File: config.mk
export PLATFORM = sky130hd
export DESIGN_NAME = loc_arb
export DESIGN_NICKNAME = d
export VERILOG_FILES = /design/src/rtl/loc_arb_pkg.sv /design/src/rtl/loc_arb_prio.sv /design/src/rtl/loc_arb_view.sv /design/src/rtl/loc_arb.sv
export SDC_FILE = /design/constraint.sdc
export NUM_CORES = 1
export LEC_CHECK = 0
export CORE_AREA = 2 2 91 93
export CTS_BUF_LIST = sky130_fd_sc_hd__clkbuf_4
export CTS_CLUSTER_DIAMETER = 60
export DETAILED_ROUTE_END_ITERATION = 8
export DIE_AREA = 0 0 93 95
export HOLD_SLACK_MARGIN = 0.1
export PLACE_DENSITY = 0.48
export SYNTH_ARGS = -nofsm -noshare
export SYNTH_HDL_FRONTEND = slang
export SYNTH_HIERARCHICAL = 1
export SYNTH_SLANG_ARGS = --single-unit
File: constraint.sdc
create_clock -name clk -period 3.3 [get_ports clk]
set_input_delay 0.66 -clock clk [delete_from_list [all_inputs] [get_ports clk]]
set_output_delay 0.66 -clock clk [all_outputs]
set_load 0.02 [all_outputs]
File: src/rtl/loc_arb_pkg.sv
package loc_arb_pkg;

    typedef enum logic [1:0] {
        ARB_FREE  = 2'd0,
        ARB_HELD  = 2'd1,
        ARB_ABORT = 2'd2
    } arb_state_e;

    // write command bit positions
    localparam int CMD_REQ     = 0;
    localparam int CMD_SEIZE   = 1;
    localparam int CMD_CLR_SZD = 2;
    localparam int CMD_REL     = 3;
    localparam int CMD_W       = 4;

    // status byte bit positions
    localparam int ST_REQ    = 1;
    localparam int ST_PEND   = 2;
    localparam int ST_SEIZED = 4;
    localparam int ST_ACTIVE = 5;
    localparam int ST_VALID  = 7;

endpackage

File: src/rtl/loc_arb_prio.sv
module loc_arb_prio #(
    parameter int N = 5,
    parameter int W = 3
) (
    input  logic [N-1:0] vec,
    output logic         hit,
    output logic [W-1:0] idx
);
    // highest set index wins
    always_comb begin
        hit = 1'b0;
        idx = '0;
        for (int i = 0; i < N; i++) begin
            if (vec[i]) begin
                hit = 1'b1;
                idx = W'(i);
            end
        end
    end
endmodule

File: src/rtl/loc_arb_view.sv
module loc_arb_view
    import loc_arb_pkg::*;
#(
    parameter int N = 5,
    parameter int W = 3
) (
    input  logic [W-1:0] rd_loc,
    input  logic [W-1:0] own,
    input  logic [N-1:0] req,
    input  logic [N-1:0] seized,
    output logic [7:0]   rd_data
);
    localparam logic [W-1:0] LOC_LIM = W'(N);

    logic [N-1:0] others;

    always_comb begin
        for (int i = 0; i < N; i++) begin
            others[i] = req[i] && (W'(i) != rd_loc);
        end
    end

    always_comb begin
        rd_data = 8'hFF;
        if (rd_loc < LOC_LIM) begin
            rd_data            = 8'h00;
            rd_data[ST_VALID]  = 1'b1;
            rd_data[ST_ACTIVE] = (own == rd_loc);
            rd_data[ST_SEIZED] = seized[rd_loc];
            rd_data[ST_PEND]   = |others;
            rd_data[ST_REQ]    = req[rd_loc];
        end
    end
endmodule

File: src/rtl/loc_arb.sv
module loc_arb
    import loc_arb_pkg::*;
#(
    parameter int NUM_LOC = 5,
    parameter int IDX_W   = $clog2(NUM_LOC + 1)
) (
    input  logic              clk,
    input  logic              rst_n,
    input  logic              wr_en,
    input  logic [IDX_W-1:0]  wr_loc,
    input  logic [CMD_W-1:0]  wr_cmd,
    input  logic [IDX_W-1:0]  rd_loc,
    output logic [7:0]        rd_data,
    input  logic              abort_done,
    output logic              abort_req,
    output logic [IDX_W-1:0]  active_loc,
    output logic              loc_changed
);
    localparam logic [IDX_W-1:0] LOC_NONE = {IDX_W{1'b1}};
    localparam logic [IDX_W-1:0] LOC_LIM  = IDX_W'(NUM_LOC);

    arb_state_e           state_q, n_state;
    logic [IDX_W-1:0]     own_q, n_own, next_q, n_next;
    logic [NUM_LOC-1:0]   req_q, n_req, seize_q, n_seize, seized_q, n_seized;
    logic                 chg_q, n_chg;

    logic                 wr_ok, is_owner, has_owner;
    logic                 do_rel, do_seize, do_req, higher_seize, seize_ok;
    logic [NUM_LOC-1:0]   take_seize, above;
    logic                 req_hit;
    logic [IDX_W-1:0]     req_top;

    // command decode, priority release > takeover > request
    assign wr_ok     = wr_en && (wr_loc < LOC_LIM);
    assign is_owner  = (own_q == wr_loc);
    assign has_owner = (own_q != LOC_NONE);
    assign do_rel    = wr_ok && wr_cmd[CMD_REL];
    assign do_seize  = wr_ok && !wr_cmd[CMD_REL] && wr_cmd[CMD_SEIZE];
    assign do_req    = wr_ok && !wr_cmd[CMD_REL] && !wr_cmd[CMD_SEIZE] && wr_cmd[CMD_REQ];

    always_comb begin
        for (int i = 0; i < NUM_LOC; i++) begin
            above[i]      = (IDX_W'(i) > wr_loc);
            take_seize[i] = (IDX_W'(i) == wr_loc) ? 1'b1 :
                            (IDX_W'(i) <  wr_loc) ? 1'b0 : seize_q[i];
        end
    end

    assign higher_seize = |(seize_q & above);
    assign seize_ok     = do_seize && (!has_owner || (wr_loc > own_q))
                          && !seize_q[wr_loc] && !higher_seize;

    loc_arb_prio #(.N(NUM_LOC), .W(IDX_W)) u_prio (
        .vec (req_q),
        .hit (req_hit),
        .idx (req_top)
    );

    loc_arb_view #(.N(NUM_LOC), .W(IDX_W)) u_view (
        .rd_loc  (rd_loc),
        .own     (own_q),
        .req     (req_q),
        .seized  (seized_q),
        .rd_data (rd_data)
    );

    // next-state and datapath update
    always_comb begin
        n_state  = state_q;
        n_own    = own_q;
        n_next   = next_q;
        n_req    = req_q;
        n_seize  = seize_q;
        n_seized = seized_q;
        n_chg    = 1'b0;
        if (wr_ok && wr_cmd[CMD_CLR_SZD]) n_seized[wr_loc] = 1'b0;
        unique case (state_q)
            ARB_FREE: begin
                if (do_rel) begin
                    n_req[wr_loc] = 1'b0;
                end else if (seize_ok) begin
                    n_seize = take_seize;
                    n_next  = wr_loc;
                    n_state = ARB_ABORT;
                end else if (do_req) begin
                    n_own         = wr_loc;
                    n_req[wr_loc] = 1'b0;
                    n_chg         = 1'b1;
                    n_state       = ARB_HELD;
                end
            end
            ARB_HELD: begin
                if (do_rel) begin
                    if (is_owner) begin
                        n_chg = 1'b1;
                        if (req_hit) begin
                            n_own          = req_top;
                            n_req[req_top] = 1'b0;
                        end else begin
                            n_own   = LOC_NONE;
                            n_state = ARB_FREE;
                        end
                    end else begin
                        n_req[wr_loc] = 1'b0;
                    end
                end else if (seize_ok) begin
                    n_seize = take_seize;
                    n_next  = wr_loc;
                    n_state = ARB_ABORT;
                end else if (do_req && !is_owner) begin
                    n_req[wr_loc] = 1'b1;
                end
            end
            ARB_ABORT: begin
                if (seize_ok) begin
                    n_seize = take_seize;
                    n_next  = wr_loc;
                end
                if (abort_done) begin
                    if (has_owner) n_seized[own_q] = 1'b1;
                    n_req[n_next] = 1'b0;
                    n_seize       = '0;
                    n_own         = n_next;
                    n_chg         = 1'b1;
                    n_state       = ARB_HELD;
                end
            end
            default: n_state = ARB_FREE;
        endcase
    end

    // state register
    always_ff @(posedge clk) begin
        if (!rst_n) state_q <= ARB_FREE;
        else        state_q <= n_state;
    end

    always_ff @(posedge clk) begin
        if (!rst_n) begin
            own_q    <= LOC_NONE;
            next_q   <= LOC_NONE;
            req_q    <= '0;
            seize_q  <= '0;
            seized_q <= '0;
            chg_q    <= 1'b0;
        end else begin
            own_q    <= n_own;
            next_q   <= n_next;
            req_q    <= n_req;
            seize_q  <= n_seize;
            seized_q <= n_seized;
            chg_q    <= n_chg;
        end
    end

    // outputs
    always_comb begin
        active_loc  = own_q;
        abort_req   = (state_q == ARB_ABORT);
        loc_changed = chg_q;
    end

    p_event_moves_owner_r12: assert property (@(posedge clk) disable iff (!rst_n)
        loc_changed |-> (active_loc != $past(active_loc)));

    p_owner_frozen_r7: assert property (@(posedge clk) disable iff (!rst_n)
        abort_req |-> $stable(active_loc));

    p_abort_exit_change_r8: assert property (@(posedge clk) disable iff (!rst_n)
        $fell(abort_req) |-> loc_changed);

    p_single_seize_r6: assert property (@(posedge clk) disable iff (!rst_n)
        $onehot0(seize_q));

    p_seize_tracks_abort_r7: assert property (@(posedge clk) disable iff (!rst_n)
        (|seize_q) == abort_req);

    p_owner_not_requesting_r4: assert property (@(posedge clk) disable iff (!rst_n)
        (active_loc != LOC_NONE) |-> !req_q[active_loc]);

endmodule

---- Yosys cells after proc, flatten, opt, wreduce, memory -nomap -nowiden ----
Cells that the tools add are included.
W data, S select, Z words.
storage, ports and cells
  register bits after elaboration ......... 24
  input bits .............................. 14
  word-level logic and storage cells ...... 187
operators by class
  $lt $le $gt $ge ......................... 22
  equality and inequality tests ........... 29
  muxes and demuxes ....................... 80
  bitwise logic cells ..................... 10
  reductions and logical operators ........ 39
operators with widths
  cell                  number
  $mux W5               16
  $mux W3               11
  $mux W1               29
  $ne A3 B3 Y1 const B  9
  $and A5 B5 Y5         5
  $logic_and A1 B1 Y1   20
  $lt A3 B4 Y1 const B  5
  $mux W2               10
  $not A5 Y5            3
  $pmux W5 S3           1
  $ne A2 B2 Y1 const B  7
  $reduce_and A7 Y1     2
  $demux W1 S3          4
  $ge A3 B1 Y1 const B  4
  $or A5 B5 Y5          2
  $pmux W5 S2           1
  $reduce_or A5 Y1      2
  $bmux W1 S3           3
  $pmux W3 S3           1
  $mux W7               1
  $eq A2 B3 Y1 const A  2
  $eq A3 B3 Y1          2
  $gt A1 B3 Y1 const A  2
  $gt A2 B3 Y1 const A  2
  26 further kinds      36

---- Longest topological paths before layout ----
Gate-level depths: netlist of the first run.
  word-level depth ........................ 17
  gate-level depth with buffers ........... 12

---- Modules after synthesis ----
Netlist of the first run, hierarchy kept.
by module, submodules not included
  module        instances  cells an instance  area an instance (um2)
  loc_arb       1          253                1991.9
  loc_arb_view  1          38                 281.5
  loc_arb_prio  1          8                  42.5

---- Least setup slack after synthesis of the first run ----
No wires, ideal clock.
  path kind ............................... input to register
  start ................................... in wr_loc[0]
  end ..................................... reg req_q[0]
  library setup time ...................... 58 ps
  arrival ................................. 2679 ps
  slack ................................... 563 ps
  stages .................................. 11
  path buffers ............................ 3
  cell sequence ........................... buf_6 -> buf_6 -> inv_1 -> ha_1 -> and3_1 -> buf_6 -> a21oi_4 -> o2111ai_4 -> or4_1 -> a32oi_1 -> a21o_1
between the ends
  longest elaborated chain between the ends .. 17
  elaborated cells on any way between the ends .. 58
  classes of those cells .................. order compare (11); eq/ne (6); mux (17); bitwise (6); reduce/logical (18)
ends and longest elaborated chain
  what                                                   RTL line        RTL
  from (decl)                                            loc_arb.sv:10   input logic [IDX_W-1:0] wr_loc,
  branches (longest 17 deep; another with $lt A3 B4 Y1)  n/a
  to (signal assigned)                                   loc_arb.sv:149  req_q <= n_req;
  to (decl)                                              loc_arb.sv:24   logic [NUM_LOC-1:0] req_q, n_req, seize_q, n_seize, seized_q, n_seized;
Several ways; the timed one is not identified. The select of a mux whose other input is x is not followed.
A chain may end at the register's enable or synchronous reset.

---- Final worst setup path of the first run ----
  start ................................... in rd_loc[0]
  end ..................................... out rd_data[2]
between the ends
  longest elaborated chain between the ends .. 4
  elaborated cells on any way between the ends .. 13
  classes of those cells .................. order compare (1); eq/ne (4); mux (1); reduce/logical (7)
ends and longest elaborated chain
  what                                        RTL line            RTL
  from (decl)                                 loc_arb.sv:12       input logic [IDX_W-1:0] rd_loc,
  $ne A1 B3 Y1, or another cell as far along  loc_arb_view.sv:19  others[i] = req[i] && (W'(i) != rd_loc);
  $logic_and A1 B1 Y1                         loc_arb_view.sv:19
  $reduce_or A5 Y1                            loc_arb_view.sv:30  rd_data[ST_PEND] = |others;
  $mux W7 (*)                                 loc_arb_view.sv:25  if (rd_loc < LOC_LIM) begin
  to (decl)                                   loc_arb.sv:13       output logic [7:0] rd_data,
Every way passes the cells marked *; elsewhere a longest branch is shown, timed or not.

==> impl_metrics.csv, run 1 <==
group,metric,value,unit
power,totalPowerFinal,1.35,mW
power,pwr-share-seq,0.306,
drt,drt-total-wl,7.40,mm
cts,htree_levels,1,
cts,clock_path_buffers,2,
cts,root_buffer,"clkbuf_4",
drt,top_layer,"met4",
worst_setup_path,rr_startpoint,"active_loc[1]",
yosys,seq_area_frac_synth,0.207,
yosys,syn_area_per_cell,7.75,µm²
drt,first_pass_iters,4,
floorplanning,die_w,93,µm
drt,m1WireLength,3.30,mm
timing,final.min_clock_period,3.13,ns
global_route,grt_overflow,0,
placement,place.gp.congestion,0.924,
global_route,gr-usage-all-layers,0.174,
flow_run,timing.max_cap.violations,0,
worst_setup_path,r2r_cells,8,
final_layout,final_common_cell,"nand2_1",
worst_setup_path,critPathKind,"in2out",
floorplanning,die_area,8840,µm²
yosys,ys_types,73,
timing,report.final.slew_viol_count,0,
worst_hold_path,min-delay-start,"seized_q[1]",
worst_setup_path,required,2.64,ns
drt,wl_met2,3.46,mm
drt,ant_nets,0,
floorplanning,fp-row-count,33,
worst_setup_path,path_common_cell,"clkdlybuf4s50_1",
drt,drtIter0Drc,147,
final_layout,antennaDiodeCount,0,
final_layout,n_fill_cell,862,
drt,num_vias,2432,
power,powerDensity,506,nW/µm²
final_layout,syn_to_final_growth,15.1,%
worst_setup_path,path_cells,"clkdlybuf4s50_1 -> buf_4 -> nor2b_1 -> a2111oi_0 -> o32ai_1 -> clkdlybuf4s50_1",
worst_setup_path,cp_max_fo,8,
timing,fmax,320,MHz
worst_setup_path,r2r_slack,0.67,ns
floorplanning,start_util,0.292,
timing,final_hold_viol_count,0,
timing,worst_pin_slew,0.658,ns
drt,drc,0,
yosys,syn_inst,299,
cts,cts_buffers,3,
timing,fin_crit_sh,0.948,
timing,finalSetupViolations,0,
timing,slew_headroom,0.558,
global_route,grt_pass1_wl,12.0,mm
global_route,grt_antenna_before_repair,0,
timing,fin_skew,0.00118,ns
yosys,yosysWarnings,6,
cts,ctsResizeCount,0,
power,ir_drop,0.148,mV
worst_hold_path,worstHoldPathType,"reg2reg",
status,status,"finished, final reports clean",
power,switchingPower,0.658,mW
worst_hold_path,hold_end,"seized_q[1]",
worst_setup_path,endpoint_kind,"primary output",
final_layout,drive_above_1_share,0.143,
yosys,synth_edf_count,0,
drt,wl_per_cell,17.3,µm
cts,clk_pin_slew,0.14,ns
cts,cts_tree,"done",
final_layout,final_cell_mix,"nand2_1 (27), dfxtp_1 (24), clkdlybuf4s50_1 (24)",
floorplanning,core_region_area,7930,µm²
cts,cts_setup_buffers,0,
timing,setup_tns,0,ns
yosys,synth.net_count,320,
yosys,async_reset_ff_frac,0,
power,pwr-share-clk,0.107,
timing,rsz0062_at_grt,"false",
placement,dpl.hpwl,5.66,mm
drt,vias_per_cell,5.70,
cts,clkSinkCount,24,
worst_setup_path,cpMaxStageDelayCell,"clkdlybuf4s50_1",
global_route,grt_max_degree,21,
cts,cts_hold_buf,0,
global_route,grt_pass1_vias,2306,
worst_hold_path,min_delay_path_depth,2,
worst_setup_path,start_kind,"primary input",
yosys,synth-main-ff-cell,"dfxtp_1",
power,p_leak,0.912,nW
placement,port_buffers,25,
worst_setup_path,arrival,2.47,ns
floorplanning,die_h,95,µm
worst_setup_path,r2r_end,"active_loc[1]",
final_layout,final_nets,344,
floorplanning,io_pins,27,
power,p_comb_frac,0.586,
yosys,synth_seq_cells,24,
yosys,netlist_area,2320,µm²
power,p_sw_frac,0.488,
cts,clk_latency,0.33,ns
power,intPower,0.690,mW
worst_setup_path,slowest_delay,0.56,ns
drt,route.met3.wl,434,µm
metrics by stage:
step           worst slack [ns]  instances   util  hold slack, ns  instance area [µm²]
2_1_floorplan             0.563        299      -           0.437                 2320
3_3_place_gp              0.127        423  0.333           0.457                 2640
3_5_place_dp              0.123        423  0.333           0.459                 2640
4_1_cts                   0.122        427  0.336           0.492                 2660
5_1_grt                  0.0718        427  0.336           0.527                 2670
6_report                  0.172        427  0.336           0.488                 2670
sequential cells by signal, summed over array words and instances (netlist names):
name and cells:
seized_q 5, next_q 3, loc_changed 1, seize_q 5, active_loc 3, req_q 5, state_q 2
cell type report:
class | count | area (µm²) | area share
multi-input cells | 235 | 1590 | 0.595
flip-flops and latches | 24 | 480 | 0.180
repair buffers | 41 | 373 | 0.140
well taps | 105 | 131 | 0.0493
inverters | 18 | 67.6 | 0.0253
clock buffers | 3 | 22.5 | 0.00845
clock inverters | 1 | 3.75 | 0.00141
routing by layer:
layer	vias to the layer above	global-route usage
met5	-	0
met3	19	0.0255
met2	80	0.289
met4	0	0.0723
met1	1157	0.226
li1	1176	-
critical path: cells and delay by family:
family                 cells  cell delay, ns
AND/OR/NAND/NOR            1            0.05
buffers and inverters      3            1.30
AO/OA/AOI/OAI              2            0.47
cells by family (layout without fill, tap and decap cells):
group | after synthesis | count (layout) | synth area share
mux | 11 | 11 | 0.0492
simple gates | 119 | 119 | 0.277
xor+xnor | 1 | 1 | 0.00378
flops | 24 | 24 | 0.207
buf+inv | 40 | 63 | 0.107
compound gates | 96 | 96 | 0.317
other cells | 1 | 1 | 0.00162
fa+ha+maj | 7 | 7 | 0.0378
how the worst max path moves through the flow:
stage / from / endpoint / depth (start not counted)
floorplan: wr_loc[0] / req_q[0] / 11
global placement: rd_loc[1] / rd_data[1] / 5
detailed placement: rd_loc[1] / rd_data[2] / 5
CTS: rd_loc[1] / rd_data[1] / 5
global route: rd_loc[0] / rd_data[2] / 6
finish: rd_loc[0] / rd_data[2] / 6
synthesized netlist by cell type (4+ instances only):
cell type   n  area, µm²
a21oi_1    19       95.1
a31oi_1     4       25.0
buf_4       4       30.0
buf_6       8       90.1
clkbuf_1    6       22.5
dfxtp_1    24        480
ha_1        7       87.6
inv_1      17       63.8
mux2i_1     8       80.1
nand2_1    27        101
nand2b_1    4       25.0
nand3_1    19       95.1
nand3b_1    4       30.0
nor2_1     19       71.3
nor2b_1     5       31.3
nor3_1      9       45.0
nor3b_1     6       45.0
o211ai_1    9       67.6
o21ai_0    16       80.1
power groups by stage:
stage / Combinational, mW / Sequential (mW) / Clock (mW)
finish: 0.790 / 0.413 / 0.145
floorplan: 0.584 / 0.396 / 0
CTS: 0.779 / 0.412 / 0.149
global placement: 0.776 / 0.419 / 0
global route: 0.874 / 0.424 / 0.160
detailed placement: 0.776 / 0.419 / 0
No activity file was read; power rests on OpenSTA's default activity.
==> inputs of run 2 (changes only) <==
Settings changed: CAP_MARGIN set to 25, CORE_AREA 2 2 91 93 to 2 2 68 70, DIE_AREA 0 0 93 95 to 0 0 70 72, PLACE_DENSITY 0.48 to 0.77.
==> run 2 against run 1 <==
Final area shrank 2.3%; core utilization is 27 points higher; sequential power rose by 1%; flip-flop and latch count stayed put; critical path depth is 1 lower; register-to-register slack improved by 0.02 ns; clock power rose by 56%; die area fell by 43%; largest power group unchanged.
==> impl_metrics.csv, run 2 (synthesized netlist as in run 1, its figures left out) <==
group,metric,value,unit
timing,fin_skew,0.00463,ns
final_layout,final_common_cell,"nand2_1",
placement,dpl.hpwl,4.76,mm
drt,vias_per_cell,6.60,
timing,worst_pin_slew,0.591,ns
timing,final.min_clock_period,3.12,ns
timing,report.final.slew_viol_count,0,
cts,clk_pin_slew,0.14,ns
cts,cts_tree,"done",
worst_setup_path,start_kind,"primary input",
final_layout,final_util,0.611,
cts,cts_setup_buffers,0,
global_route,gr-usage-all-layers,0.259,
final_layout,antennaDiodeCount,0,
placement,dp_slack,0.100,ns
timing,final_hold_viol_count,0,
timing,fmax,320,MHz
drt,num_vias,2448,
final_layout,final_cell_mix,"nand2_1 (27), dfxtp_1 (24), clkdlybuf4s50_1 (24)",
worst_setup_path,cp_max_fo,6,
cts,root_buffer,"clkbuf_4",
cts,clkSinkCount,24,
worst_setup_path,required,2.64,ns
worst_setup_path,endpoint_kind,"primary output",
global_route,grt_pass1_wl,10.6,mm
cts,clk_latency,0.34,ns
placement,place.gp.congestion,0.971,
drt,wl_per_cell,16.9,µm
floorplanning,io_pins,27,
floorplanning,core_region_area,4260,µm²
status,status,"finished, final reports clean",
drt,ant_nets,0,
floorplanning,fp-row-count,24,
timing,whs,0.486,ns
placement,placed_cells,367,
worst_hold_path,worstHoldPathType,"reg2reg",
cts,clock_path_buffers,2,
global_route,grt_overflow,0,
timing,finalSetupViolations,0,
timing,slew_headroom,0.605,
drt,drtIter0Drc,209,
power,ir_drop,0.430,mV
global_route,grt_max_degree,21,
placement,port_buffers,25,
cts,cts_buffers,3,
drt,drc,0,
final_layout,stdcell_count,371,
floorplanning,die_w,70,µm
placement,placed_area,2550,µm²
drt,drt-total-wl,6.28,mm
floorplanning,start_util,0.543,
global_route,grt_pass1_vias,2264,
timing,rsz0062_at_grt,"false",
cts,htree_levels,1,
timing,fin_crit_sh,0.947,
final_layout,final_cell_area,2610,µm²
drt,first_pass_iters,5,
power,powerDensity,539,nW/µm²
final_layout,final_nets,341,
global_route,grt_antenna_before_repair,0,
power,totalPowerFinal,1.40,mW
worst_setup_path,arrival,2.46,ns
floorplanning,die_area,5040,µm²
flow_run,timing.max_cap.violations,0,
worst_setup_path,critPathKind,"in2out",
final_layout,syn_to_final_growth,12.5,%
timing,layout_setup_ws,0.176,ns
power,p_leak,0.910,nW
final_layout,drive_above_1_share,0.138,
floorplanning,die_h,72,µm
timing,setup_tns,0,ns
final_layout,top_regs,"req_q x5, seize_q x5, seized_q x5",
## run 2: worst max-delay path: stages
cell             delay (ns)
clkdlybuf4s50_1        0.51
or3_1                  0.39
a222oi_1               0.31
nor2_1                 0.06
clkdlybuf4s50_1        0.53
## run 2: final cells by class
class	instances	area (µm²)
fillers	398	1660
multi-input cells	235	1590
flip-flops and latches	24	480
repair buffers	38	350
inverters	18	67.6
well taps	52	65.1
clock inverters	1	30.0
clock buffers	3	22.5
## run 2: timing repair
action,in CTS,in global routing
resized for setup,0,2
endpoints found under the hold margin,0,0
hold buffers,0,0
endpoints found under the setup margin,0,1
## run 2: path summary, 6_finish.rpt
path / cells past startpoint / to / from / slack, ns
setup / recovery: 5 / rd_data[1] / rd_loc[0] / 0.18
hold / removal: 2 / seized_q[4] / seized_q[4] / 0.49
setup reg to reg: 8 / seize_q[2] / active_loc[1] / 0.69
hold reg to reg: 2 / seized_q[4] / seized_q[4] / 0.49
## run 2: power breakdown
part           switching (mW)  internal [mW]  total [mW]
clock network           0.103          0.123       0.226
logic                   0.449          0.311       0.759
registers              0.0899          0.328       0.418
total                   0.642          0.762        1.40
## run 2: routing by layer
| layer | routed length [µm] | part of all wire | vias to the layer above | GRT usage |
|---|---|---|---|---|
| met5 | 0 | 0 | - | 0 |
| met4 | 206 | 0.033 | 0 | 0.124 |
| met3 | 611 | 0.097 | 21 | 0.0444 |
| met2 | 2890 | 0.46 | 134 | 0.434 |
| met1 | 2570 | 0.41 | 1125 | 0.325 |
| li1 | - | - | 1168 | - |
